`config.mk`:
```
export PLATFORM = sky130hd
export DESIGN_NAME = wsp_poll_top
export DESIGN_NICKNAME = d
export VERILOG_FILES = /design/src/rtl/wsp_pkg.sv /design/src/rtl/wsp_toggle.sv /design/src/rtl/wsp_settle.sv /design/src/rtl/wsp_status_mux.sv /design/src/rtl/wsp_poll_top.sv
export SDC_FILE = /design/constraint.sdc
export NUM_CORES = 1
export LEC_CHECK = 0
export BUFFER_PORTS_ARGS = -buffer_cell sky130_fd_sc_hd__buf_2
export CAP_MARGIN = 10
export CORE_UTILIZATION = 43
export CTS_CLUSTER_DIAMETER = 150
export DETAILED_ROUTE_END_ITERATION = 8
export PLACE_DENSITY = 0.75
export SLEW_MARGIN = 20
export SYNTH_ARGS = -nofsm -noshare
export SYNTH_HDL_FRONTEND = slang
export SYNTH_SLANG_ARGS = --single-unit
```
`constraint.sdc`:
```
create_clock -name clk -period 2.15 [get_ports clk]
set_clock_uncertainty 0.05 [all_clocks]
set_input_delay 0.215 -clock clk [delete_from_list [all_inputs] [get_ports clk]]
set_output_delay 0.215 -clock clk [all_outputs]
set_load 0.01 [all_outputs]
```
`src/rtl/wsp_pkg.sv`:
```
package wsp_pkg;
  typedef enum logic {
    OP_PROG  = 1'b0,
    OP_ERASE = 1'b1
  } wsp_op_e;

  typedef enum logic [1:0] {
    RD_ARRAY  = 2'd0,
    RD_STATUS = 2'd1,
    RD_SETTLE = 2'd2
  } wsp_rd_mode_e;
endpackage

```
`src/rtl/wsp_toggle.sv`:
```
module wsp_toggle (
  input  logic clk,
  input  logic rst_n,
  input  logic start,
  input  logic step,
  output logic tog_now
);
  logic tog_q;

  // a new operation sees a cleared toggle, even in its first cycle
  assign tog_now = start ? 1'b0 : tog_q;

  always_ff @(posedge clk) begin
    if (!rst_n)       tog_q <= 1'b0;
    else if (start)   tog_q <= step;
    else if (step)    tog_q <= ~tog_q;
  end

  a_r5_hold_without_read: assert property (@(posedge clk) disable iff (!rst_n)
    (!step && !start) |=> $stable(tog_q));
  a_r10_clear_on_start: assert property (@(posedge clk) disable iff (!rst_n)
    (start && !step) |=> (tog_q == 1'b0));
endmodule

```
`src/rtl/wsp_settle.sv`:
```
module wsp_settle #(
  parameter int SETTLE_CYC = 8
) (
  input  logic clk,
  input  logic rst_n,
  input  logic busy,
  input  logic fall,
  output logic active
);
  localparam int CW = $clog2(SETTLE_CYC + 1);
  logic [CW-1:0] cnt_q;

  assign active = fall || (cnt_q != '0);

  always_ff @(posedge clk) begin
    if (!rst_n)               cnt_q <= '0;
    else if (busy)            cnt_q <= '0;
    else if (fall)            cnt_q <= CW'(SETTLE_CYC - 1);
    else if (cnt_q != '0)     cnt_q <= cnt_q - 1'b1;
  end

  a_r7_window_bounded: assert property (@(posedge clk) disable iff (!rst_n)
    cnt_q <= CW'(SETTLE_CYC - 1));
  a_r7_busy_closes: assert property (@(posedge clk) disable iff (!rst_n)
    busy |=> (cnt_q == '0));
endmodule

```
`src/rtl/wsp_status_mux.sv`:
```
module wsp_status_mux
  import wsp_pkg::*;
#(
  parameter int W = 8
) (
  input  wsp_rd_mode_e  mode,
  input  wsp_op_e       op,
  input  logic [W-1:0]  prog_byte,
  input  logic [W-1:0]  arr_data,
  input  logic          tog,
  output logic [W-1:0]  data
);
  localparam int DP_BIT = W - 1;
  localparam int TG_BIT = W - 2;

  always_comb begin
    data = '0;
    unique case (mode)
      RD_STATUS: begin
        data[DP_BIT] = (op == OP_ERASE) ? 1'b0 : ~prog_byte[DP_BIT];
        data[TG_BIT] = tog;
      end
      RD_SETTLE: begin
        data[DP_BIT] = arr_data[DP_BIT];
        data[TG_BIT] = tog;
      end
      default: data = arr_data;
    endcase
  end
endmodule

```
`src/rtl/wsp_poll_top.sv`:
```
module wsp_poll_top
  import wsp_pkg::*;
#(
  parameter int W          = 8,
  parameter int SETTLE_CYC = 8
) (
  input  logic         clk,
  input  logic         rst_n,
  input  logic         busy,
  input  logic         op_erase,
  input  logic [W-1:0] prog_byte,
  input  logic         rd_valid,
  output logic         rd_ready,
  input  logic [W-1:0] arr_data,
  output logic         rsp_valid,
  input  logic         rsp_ready,
  output logic [W-1:0] rsp_data
);
  localparam int DP_BIT = W - 1;
  localparam int TG_BIT = W - 2;

  logic         busy_q;
  logic         start, fall, rd_fire, tog_now, settling;
  wsp_rd_mode_e mode;
  logic [W-1:0] mux_data;

  assign start    = busy && !busy_q;
  assign fall     = !busy && busy_q;
  assign rd_ready = !rsp_valid || rsp_ready;
  assign rd_fire  = rd_valid && rd_ready;

  always_ff @(posedge clk) begin
    if (!rst_n) busy_q <= 1'b0;
    else        busy_q <= busy;
  end

  wsp_toggle u_tog (
    .clk     (clk),
    .rst_n   (rst_n),
    .start   (start),
    .step    (busy && rd_fire),
    .tog_now (tog_now)
  );

  wsp_settle #(.SETTLE_CYC(SETTLE_CYC)) u_settle (
    .clk    (clk),
    .rst_n  (rst_n),
    .busy   (busy),
    .fall   (fall),
    .active (settling)
  );

  always_comb begin
    if (busy)          mode = RD_STATUS;
    else if (settling) mode = RD_SETTLE;
    else               mode = RD_ARRAY;
  end

  wsp_status_mux #(.W(W)) u_mux (
    .mode      (mode),
    .op        (wsp_op_e'(op_erase)),
    .prog_byte (prog_byte),
    .arr_data  (arr_data),
    .tog       (tog_now),
    .data      (mux_data)
  );

  always_ff @(posedge clk) begin
    if (!rst_n) begin
      rsp_valid <= 1'b0;
      rsp_data  <= '0;
    end else begin
      rsp_valid <= rd_fire || (rsp_valid && !rsp_ready);
      if (rd_fire) rsp_data <= mux_data;
    end
  end

  a_r3_prog_inverted: assert property (@(posedge clk) disable iff (!rst_n)
    (rd_fire && busy && !op_erase) |=> (rsp_data[DP_BIT] == !$past(prog_byte[DP_BIT])));
  a_r4_erase_zero: assert property (@(posedge clk) disable iff (!rst_n)
    (rd_fire && busy && op_erase) |=> (rsp_data[DP_BIT] == 1'b0));
  a_r6_low_bits_zero: assert property (@(posedge clk) disable iff (!rst_n)
    (rd_fire && (busy || busy_q)) |=> (rsp_data[TG_BIT-1:0] == '0));
  a_r2_idle_passthru: assert property (@(posedge clk) disable iff (!rst_n)
    (rd_fire && !busy && !settling) |=> (rsp_data == $past(arr_data)));
  a_r9_hold: assert property (@(posedge clk) disable iff (!rst_n)
    (rsp_valid && !rsp_ready) |=> (rsp_valid && $stable(rsp_data)));
  a_r9_no_accept: assert property (@(posedge clk) disable iff (!rst_n)
    (rsp_valid && !rsp_ready) |-> !rd_ready);
endmodule

```
==> run summary, run 1 <==
Port Buffers - 24
Hold Crit Class - input port to register
CTS tree - done
Share of cells above drive strength 1 - 28.3%
Logic pwr share - 19.6%
Multi-input gate area - 325 um^2
Number of remaining DRC errors - 0
Setup bufs post-CTS - 0
Critical path data required time - 2310 ps
Clk root buf - clkbuf_4
Nets - 124
Sequential Area - 300 um^2
Worst-skew pair later-pin latency - 280 ps
Hold path depth - 3
Lkg Pwr - 0.383 nW
Antenna cell count - 0
Area leader, netlist - dfxtp_1
Tmin final - 1720 ps
Largest cells by area after synthesis - dfxtp_1 46%, a21boi_1 6.8%, nand3_1 5.3%
Power Dens Cells - 714 mW/mm^2
Detailed Route WL - 1210 um
Synth Register Bits - 15
R2R depth - 6
CP endpoint kind - register
Crit-path max FO - 8
Synthesized Nets - 98
Max-cap viol count - 0
Placed Cells - 110
Avg Cell Area, Syn - 8.91 um^2
Worst Slack Setup Final - 425 ps
Die area - 0.00169 mm^2
Hold endpoint - rsp_data[3]
Hpwl dp - 896 um
Status - finished clean
Die H - 41.2 um
Flop pwr share - 52.8%
Int Pwr - 0.418 mW
Final period util - 80.2%
Placer Congestion - 0.622
Worst slew pin tran - 312 ps
H-tree levels - 1
Relative slew slack - 78.9%
Slowest CP cell - or3b_1
Crit path arrival time - 1890 ps
Number of flops mapped to enable cells by yosys - 0
Delay-heaviest family, CP - simple AND/OR/NAND/NOR gates
# fillers - 126
Clk sink count - 15
Core box area - 0.00137 mm^2
Largest net degree at the start of global routing - 13
Final antenna-violating net count - 0
Row cnt - 13
Final Hold Viols - 0
GRT Total Usage - 17.9%
Yosys cell types - 25
CTS buffer count - 3
Netlist Area Pre-Place - 659 um^2
Seq/Total Area, Yosys - 45.5%
Synthesis Warnings - 0
Post-route non-filler standard cell count - 114
Fmax - 0.580 GHz
VDD IR max - 0.000401 V
Num ports - 32
Syn Inst Count - 74
Psw - 0.157 mW
Sum Neg Setup Slack - 0 ps
Dpl ws - 452 ps
Final Total Pwr - 0.575 mW
Crit path largest cell delay - 470 ps
Reg clk slew, reported paths - 90 ps
Chip Width - 41.2 um
Final setup viols - 0
R2R Path Start - u_settle.cnt_q[0]
Sw frac - 27.4%
Via count - 556
RSZ-0062 raised after global routing - false
Gr ovfl total - 0
FF-to-FF End - rsp_data[1]
First-pass GRT wire length - 1890 um
DRT Pass-1 Iters - 2
Via density - 4.88
HP Start - arr_data[3]
Hold_buf cts - 0
Top-area cell type share of the netlist area - 45.5%
Most frequent cells after synthesis - 15 x dfxtp_1, 9 x nand2_1, 7 x nand3_1
Vias in the first global route - 438
Util after Layout - 59.0%
Crit path buf inv count - 1
Critical path launch point type - register
Cts repair resizes - 0
Primary FF master, synth - dfxtp_1
FFs w/ async S/R, synth - 0%
Setup Crit Path Kind - register to register
Starting DRT DRC Count - 13
Fin. max-slew vios - 0
Initial Utilization - 48.3%
Initial antenna violation count - 0
Most frequent cell after synthesis - dfxtp_1
Clk buf depth - 2
FF-to-FF setup slack - 430 ps
Clock network power share - 27.6%
Area growth syn-to-layout - 22.2%
DR WL/cell - 10.6 um
CP Cell Sequence - inv_1, ha_1, or3b_1, nor3_4, nand3_1, a21boi_1
-- worst register-to-register path, stage by stage, from the launching register on --
cell	delay, ps
dfxtp_1	320
inv_1	100
ha_1	150
or3b_1	470
nor3_4	300
nand3_1	130
a21boi_1	140
-- routing by layer --
metal  GRT usage (%)  vias up  part of all wire [%]
met2            29.3       18                    46
met4            4.84        0                  0.83
met5               0        -                     0
met3            9.78        2                   6.6
li1                -      297                     -
met1            19.9      239                    47
-- cells in the final DEF, fill, tap and decap left out --
| cell type | synthesis | layout |
|---|---|---|
| dfxtp_1 | 15 | 15 |
| ha_1 | 2 | 2 |
| xor2_1 | 3 | 3 |
| or3b_1 | 1 | 1 |
| inv_1 | 4 | 4 |
| nor3_1 | 1 | 1 |
| nand3_1 | 7 | 7 |
| a21boi_0 | 1 | 1 |
| xnor2_1 | 1 | 1 |
| a21boi_1 | 6 | 6 |
| a21oi_1 | 3 | 3 |
| o311ai_0 | 1 | 1 |
| o211a_1 | 1 | 1 |
| o21ai_0 | 1 | 1 |
| clkbuf_4 | 0 | 3 |
| nand2_1 | 9 | 9 |
| and2_1 | 3 | 3 |
| and3_1 | 1 | 1 |
| o21ai_1 | 1 | 1 |
| buf_2 | 0 | 24 |
| clkbuf_1 | 2 | 1 |
| nand2b_1 | 1 | 1 |
| nor2_1 | 6 | 6 |
| mux2i_1 | 1 | 1 |
| or2_1 | 1 | 1 |
| nor3_4 | 1 | 1 |
-- state kept, by name, indices dropped and copies added, names as in the netlist --
name            cells
u_tog.tog_q         1
busy_q              1
rsp_valid           1
u_settle.cnt_q      4
rsp_data            8
-- area by class of cell --
type,count,area share (%)
Clock buffer,4,3.26
Inverter,4,1.86
Multi-Input combinational cell,52,40.4
Sequential cell,15,37.3
Tap cell,15,2.33
Timing Repair Buffer,24,14.9
-- stage by stage --
step | hold slack [ps] | area, um^2
after floorplan | 287 | 659
after global placement | 386 | 779
after detailed placement | 392 | 779
after CTS | 117 | 806
after global routing | 110 | 806
final | 120 | 806
-- kinds of logic (layout without fill, tap and decap cells) --
| family | count (synthesis) | count (layout) | share of synthesized area (%) |
|---|---|---|---|
| adder cells (fa/ha/maj) | 2 | 2 | 3.79 |
| flip-flops | 15 | 15 | 45.5 |
| AND/OR/NAND/NOR | 31 | 31 | 24.1 |
| multiplexers | 1 | 1 | 1.52 |
| buffers and inverters | 7 | 32 | 5.12 |
| AO/OA/AOI/OAI | 14 | 14 | 14.6 |
| XOR/XNOR | 4 | 4 | 5.31 |
-- power by group through the flow --
stage / clock (mW) / sequential, mW / combinational (mW)
finish: 0.159 / 0.304 / 0.113
global placement: 0 / 0.310 / 0.110
detailed placement: 0 / 0.310 / 0.113
floorplan: 0 / 0.313 / 0.0841
CTS: 0.166 / 0.304 / 0.114
global route: 0.180 / 0.307 / 0.128
-- worst max-delay path by stage --
stage	startpoint	to	slack (ps)	depth (start not counted)
6_report	u_settle.cnt_q[0]	rsp_data[1]	430	6
5_1_grt	u_settle.cnt_q[0]	rsp_data[1]	270	6
4_1_cts	u_settle.cnt_q[0]	rsp_data[4]	430	6
3_5_place_dp	u_settle.cnt_q[0]	rsp_data[4]	450	6
3_3_place_gp	u_settle.cnt_q[0]	rsp_data[4]	470	6
2_1_floorplan	u_settle.cnt_q[0]	rsp_data[6]	590	7
Power figures use the tool's default switching activity.
==> inputs of run 2 (changes only) <==
Settings changed: CORE_UTILIZATION 43 to 39, PLACE_DENSITY 0.75 to 0.72.
Clock period 2.15 ns to 1.56 ns, I/O delays scaled along.
==> run summary, run 2 (synthesized netlist as in run 1, its figures left out) <==
Nets - 132 (+6.5%)
CTS tree - done
Max-cap viol count - 0 (unchanged)
R2R depth - 7 (+1)
DR WL/cell - 11.7 um (+10%)
VDD IR max - 0.000478 V (+19%)
Final Total Pwr - 0.854 mW (+48%)
Initial Utilization - 42.8% (-5.5 points)
Fin. max-slew vios - 0 (unchanged)
Die area - 0.00186 mm^2 (+9.8%)
Hold path depth - 3 (unchanged)
DRT Pass-1 Iters - 4 (+2)
FF-to-FF setup slack - -5 ps (-430 ps)
Tmin final - 1560 ps (-160 ps)
Critical path startpoint - u_settle.cnt_q[0]
Relative slew slack - 75.2% (-3.7 points)
Port Buffers - 24 (unchanged)
H-tree levels - 1 (unchanged)
Crit path largest cell delay - 390 ps (-80 ps)
Initial antenna violation count - 0 (unchanged)
Share of cells above drive strength 1 - 42.1% (+14 points)
Vias in the first global route - 575 (+31%)
Worst Setup EP - rsp_data[2]
Status - finished with violations
Util after Layout - 58.8% (-0.13 points)
Dpl ws - -41.9 ps (-494 ps)
Die H - 43.1 um (+4.8%)
Antenna cell count - 0 (unchanged)
Placed Cells - 114 (+3.6%)
Reg clk slew, reported paths - 90 ps (about the same)
Largest net degree at the start of global routing - 13 (unchanged)
Reg with most FFs - rsp_data
Chip Width - 43.1 um (+4.8%)
Clk buf depth - 2 (unchanged)
Gr ovfl total - 0 (unchanged)
Power Dens Cells - 941 mW/mm^2 (+32%)
CP endpoint kind - register
# fillers - 142 (+13%)
Starting DRT DRC Count - 9 (-4)
Worst-skew pair later-pin latency - 270 ps (about the same)
Highest-count cells in the layout ignoring fill and taps - 24 x buf_2, 13 x dfxtp_1, 9 x nand2_1
Critical path launch point type - register
Worst slew pin tran - 372 ps (+59.6 ps)
Area growth syn-to-layout - 37.6%
Post-route non-filler standard cell count - 123 (+7.9%)
CP Cell Sequence - inv_2, ha_4, or3b_4, nor3_4, buf_4, nand3_2, a21boi_1
GRT Total Usage - 16.9% (-0.98 points)
Via count - 616 (+11%)
Clk root buf - clkbuf_4
Lkg Pwr - 0.425 nW (+11%)
R2R Path Start - u_settle.cnt_q[0]
First-pass GRT wire length - 2350 um (+24%)
Number of remaining DRC errors - 0 (unchanged)
Slowest CP cell - or3b_4
Sum Neg Setup Slack - -8.79 ps (-8.79 ps)
Failing checks - negative setup slack
Max reg flops - 8 (unchanged)
Worst Slack Setup Final - -4.75 ps (-430 ps)
Final antenna-violating net count - 0 (unchanged)
Critical path data required time - 1710 ps (-600 ps)
Crit-path max FO - 3 (-5)
Row cnt - 14 (+1)
Commonest non-fill, non-tap cell in the layout - buf_2
Fmax - 0.639 GHz (+10%)
Final Hold Viols - 0 (unchanged)
RSZ-0062 raised after global routing - true
Detailed Route WL - 1440 um (+19%)
Top Registers - rsp_data: 8 flops, u_settle.cnt_q: 4 flops
Hold Crit Class - input port to register
Placer Congestion - 0.650 (+4.7%)
Final period util - 100% (+20 points)
Num ports - 32 (unchanged)
Crit path arrival time - 1720 ps (-170 ps)
Clk sink count - 15 (unchanged)
Via density - 5.01 (+2.7%)
Hold_buf cts - 0 (unchanged)
Core box area - 0.00154 mm^2 (+13%)
Setup Crit Path Kind - register to register
CTS buffer count - 3 (unchanged)
Final setup viols - 3 (+3)
FF-to-FF End - rsp_data[2]
==> run 2: layout make-up <==
cell class / count / area (um^2) / area share [%]
clock buffer: 4 / 26.3 / 2.90
inverter: 4 / 15.0 / 1.66
multi-input combinational: 52 / 355 / 39.2
sequential: 15 / 303 / 33.4
tap: 16 / 20.0 / 2.21
timing repair buffer: 32 / 188 / 20.7
==> run 2: power breakdown <==
| part | internal, mW | switching (mW) |
|---|---|---|
| clock network | 0.0989 | 0.114 |
| logic | 0.114 | 0.106 |
| registers | 0.407 | 0.0145 |
==> run 2: per-layer routing <==
layer  wire length (um)  global-route usage, %  up-vias
met5                  0                      0        -
met4                  0                   7.27        0
met3                 80                   2.55        0
met2                675                   27.2       21
met1                682                   22.3      285
li1                   -                      -      310
==> run 2: how the worst min path moves through the flow <==
stage,from,to,slack (ps)
finish,arr_data[0],rsp_data[0],70
global route,arr_data[0],rsp_data[0],70
CTS,arr_data[5],rsp_data[5],70
detailed placement,arr_data[5],rsp_data[5],370
global placement,arr_data[0],rsp_data[0],360
floorplan,busy,busy_q,230
==> run 2: per-stage QoR <==
stage / hold WS, ps / cell area, um^2
6_report: 71.7 / 907
5_1_grt: 65.3 / 907
4_1_cts: 74.0 / 897
3_5_place_dp: 371 / 803
3_3_place_gp: 359 / 803
2_1_floorplan: 228 / 659
==> run 2: worst max-delay path: cells and delay by family (launching register included) <==
kind                       cells  cell delay, ps
DFF                            1             330
buffers and inverters          2             230
and+or+nand+nor                3             640
adders and majority gates      1             120
AOI/OAI and AO/OA              1             130
==> run 2: timing repair <==
item / in CTS / in global routing
buffers inserted: 5 / 0
hold endpoints to repair: 0 / 0
endpoints found under the setup margin: 7 / 9
pin swaps: 8 / 8
gates resized for setup: 10 / 2
gates cloned: 0 / 0
==> inputs of run 3 (changes only) <==
==> constraint.sdc (replaced) <==
create_clock -name clk -period 1.56 [get_ports clk]
set_clock_uncertainty 0.05 [all_clocks]
set_input_delay 0.078 -clock clk [delete_from_list [all_inputs] [get_ports clk]]
set_output_delay 0.078 -clock clk [all_outputs]
set_load 0.01 [all_outputs]
==> run summary, run 3 (synthesized netlist as in run 1, its figures left out) <==
Status - finished with violations
Failing checks - negative setup slack
Reg with most FFs - rsp_data
Top Registers - rsp_data: 8 flops, u_settle.cnt_q: 4 flops
Final Total Pwr - 0.855 mW (+0.14%)
Antenna cell count - 0 (unchanged)
Reg clk slew, reported paths - 80 ps (about the same)
Initial Utilization - 42.8% (unchanged)
Row cnt - 14 (unchanged)
Post-route non-filler standard cell count - 126 (+2.4%)
R2R Path Start - u_settle.cnt_q[1]
CTS tree - done
Gr ovfl total - 0 (unchanged)
Relative slew slack - 76.4% (+1.2 points)
Crit path arrival time - 1770 ps (+50 ps)
Commonest non-fill, non-tap cell in the layout - buf_2
Worst-skew pair later-pin latency - 270 ps (about the same)
CTS buffer count - 3 (unchanged)
Tmin final - 1600 ps (+37.5 ps)
Critical path launch point type - register
HP Start - arr_data[6]
Placed Cells - 114 (unchanged)
Share of cells above drive strength 1 - 38.2% (-3.9 points)
Worst slew pin tran - 354 ps (-18.1 ps)
Worst Slack Setup Final - -42.3 ps (-37.5 ps)
DR WL/cell - 11.3 um (-3.6%)
Chip Width - 43.1 um (unchanged)
Setup Crit Path Kind - register to register
Number of remaining DRC errors - 0 (unchanged)
Final antenna-violating net count - 0 (unchanged)
Die area - 0.00186 mm^2 (unchanged)
Highest-count cells in the layout ignoring fill and taps - 24 x buf_2, 13 x dfxtp_1, 9 x nand2_1
Final Hold Viols - 0 (unchanged)
Area growth syn-to-layout - 43.8%
Vias in the first global route - 525 (-8.7%)
DRT Pass-1 Iters - 5 (+1)
Sum Neg Setup Slack - -275 ps (-266 ps)
Placer Congestion - 0.651 (about the same)
Clk buf depth - 2 (unchanged)
Largest net degree at the start of global routing - 13 (unchanged)
Num ports - 32 (unchanged)
Max reg flops - 8 (unchanged)
Lkg Pwr - 0.437 nW (+2.7%)
Via count - 621 (+0.81%)
Initial antenna violation count - 0 (unchanged)
Via density - 4.93 (-1.6%)
Starting DRT DRC Count - 8 (-1)
Fin. max-slew vios - 0 (unchanged)
Detailed Route WL - 1420 um (-1.3%)
Critical path startpoint - u_settle.cnt_q[1]
Max-cap viol count - 0 (unchanged)
Core box area - 0.00154 mm^2 (unchanged)
Port Buffers - 24 (unchanged)
Hold Crit Class - input port to register
GRT Total Usage - 16.3% (-0.60 points)
VDD IR max - 0.000423 V (-12%)
RSZ-0062 raised after global routing - true
CP endpoint kind - register
Final setup viols - 7 (+4)
H-tree levels - 1 (unchanged)
Fmax - 0.624 GHz (-2.3%)
Nets - 135 (+2.3%)
First-pass GRT wire length - 2240 um (-4.7%)
Clk root buf - clkbuf_4
Dpl ws - -37.7 ps (+4.21 ps)
Power Dens Cells - 902 mW/mm^2 (-4.2%)
Die H - 43.1 um (unchanged)
Crit-path max FO - 8 (+5)
Final period util - 103% (+2.4 points)
Clk sink count - 15 (unchanged)
Critical path data required time - 1730 ps (+20 ps)
[run 3: cell types whose count changed in the layout (fill, tap and decap cells not counted), sizes merged]
cell / delta
buf: -3
dlygate4sd3: +6
[run 3: layer usage]
layer	global-route usage [%]	wire [um]	vias to the layer above
met3	2.55	82	2
met1	22.8	650	278
li1	-	-	318
met4	9.09	15	0
met2	23.6	672	23
met5	0	0	-
[run 3: worst paths after layout]
path	cells after the start	slack, ps	end
max	7	-40	rsp_data[0]
min	3	20	rsp_data[6]
max reg2reg	7	-40	rsp_data[0]
min reg2reg	2	400	rsp_data[3]
[run 3: per-stage QoR]
step	area, um^2	hold slack [ps]	util [%]
final	948	20.1	61.5
after global routing	948	21.2	61.5
after CTS	892	18.9	57.9
after detailed placement	803	289	52.1
after global placement	803	281	52.1
after floorplan	659	150	-
[run 3: layout make-up]
| type | instances | area [um^2] |
|---|---|---|
| clock buffer | 4 | 26.3 |
| fill | 135 | 593 |
| inverter | 4 | 15.0 |
| multi-input combinational | 52 | 354 |
| sequential | 15 | 303 |
| tap | 16 | 20.0 |
| timing repair buffer | 35 | 230 |
[run 3: worst max-delay path, cell delays in order, from the launching register on]
cell and delay [ps]:
dfxtp_2 330, inv_2 70, ha_4 120, or3b_4 390
nor3_4 240, buf_12 150, nand3_1 70, a21boi_1 120
[run 3: report_power, final]
group	total [mW]	internal, mW	switching (mW)
Clock	0.213	0.0991	0.114
Sequential	0.421	0.407	0.0143
Combinational	0.222	0.119	0.103
Total	0.855	0.625	0.231
[run 3: what timing repair did]
action                                  CTS  global route
hold endpoints to repair                  6             0
buffers inserted                          0             2
gates resized for setup                   2             8
pin swaps                                 0             6
endpoints found under the setup margin    7             9
cloned                                    0             0
hold buffers                              6             0
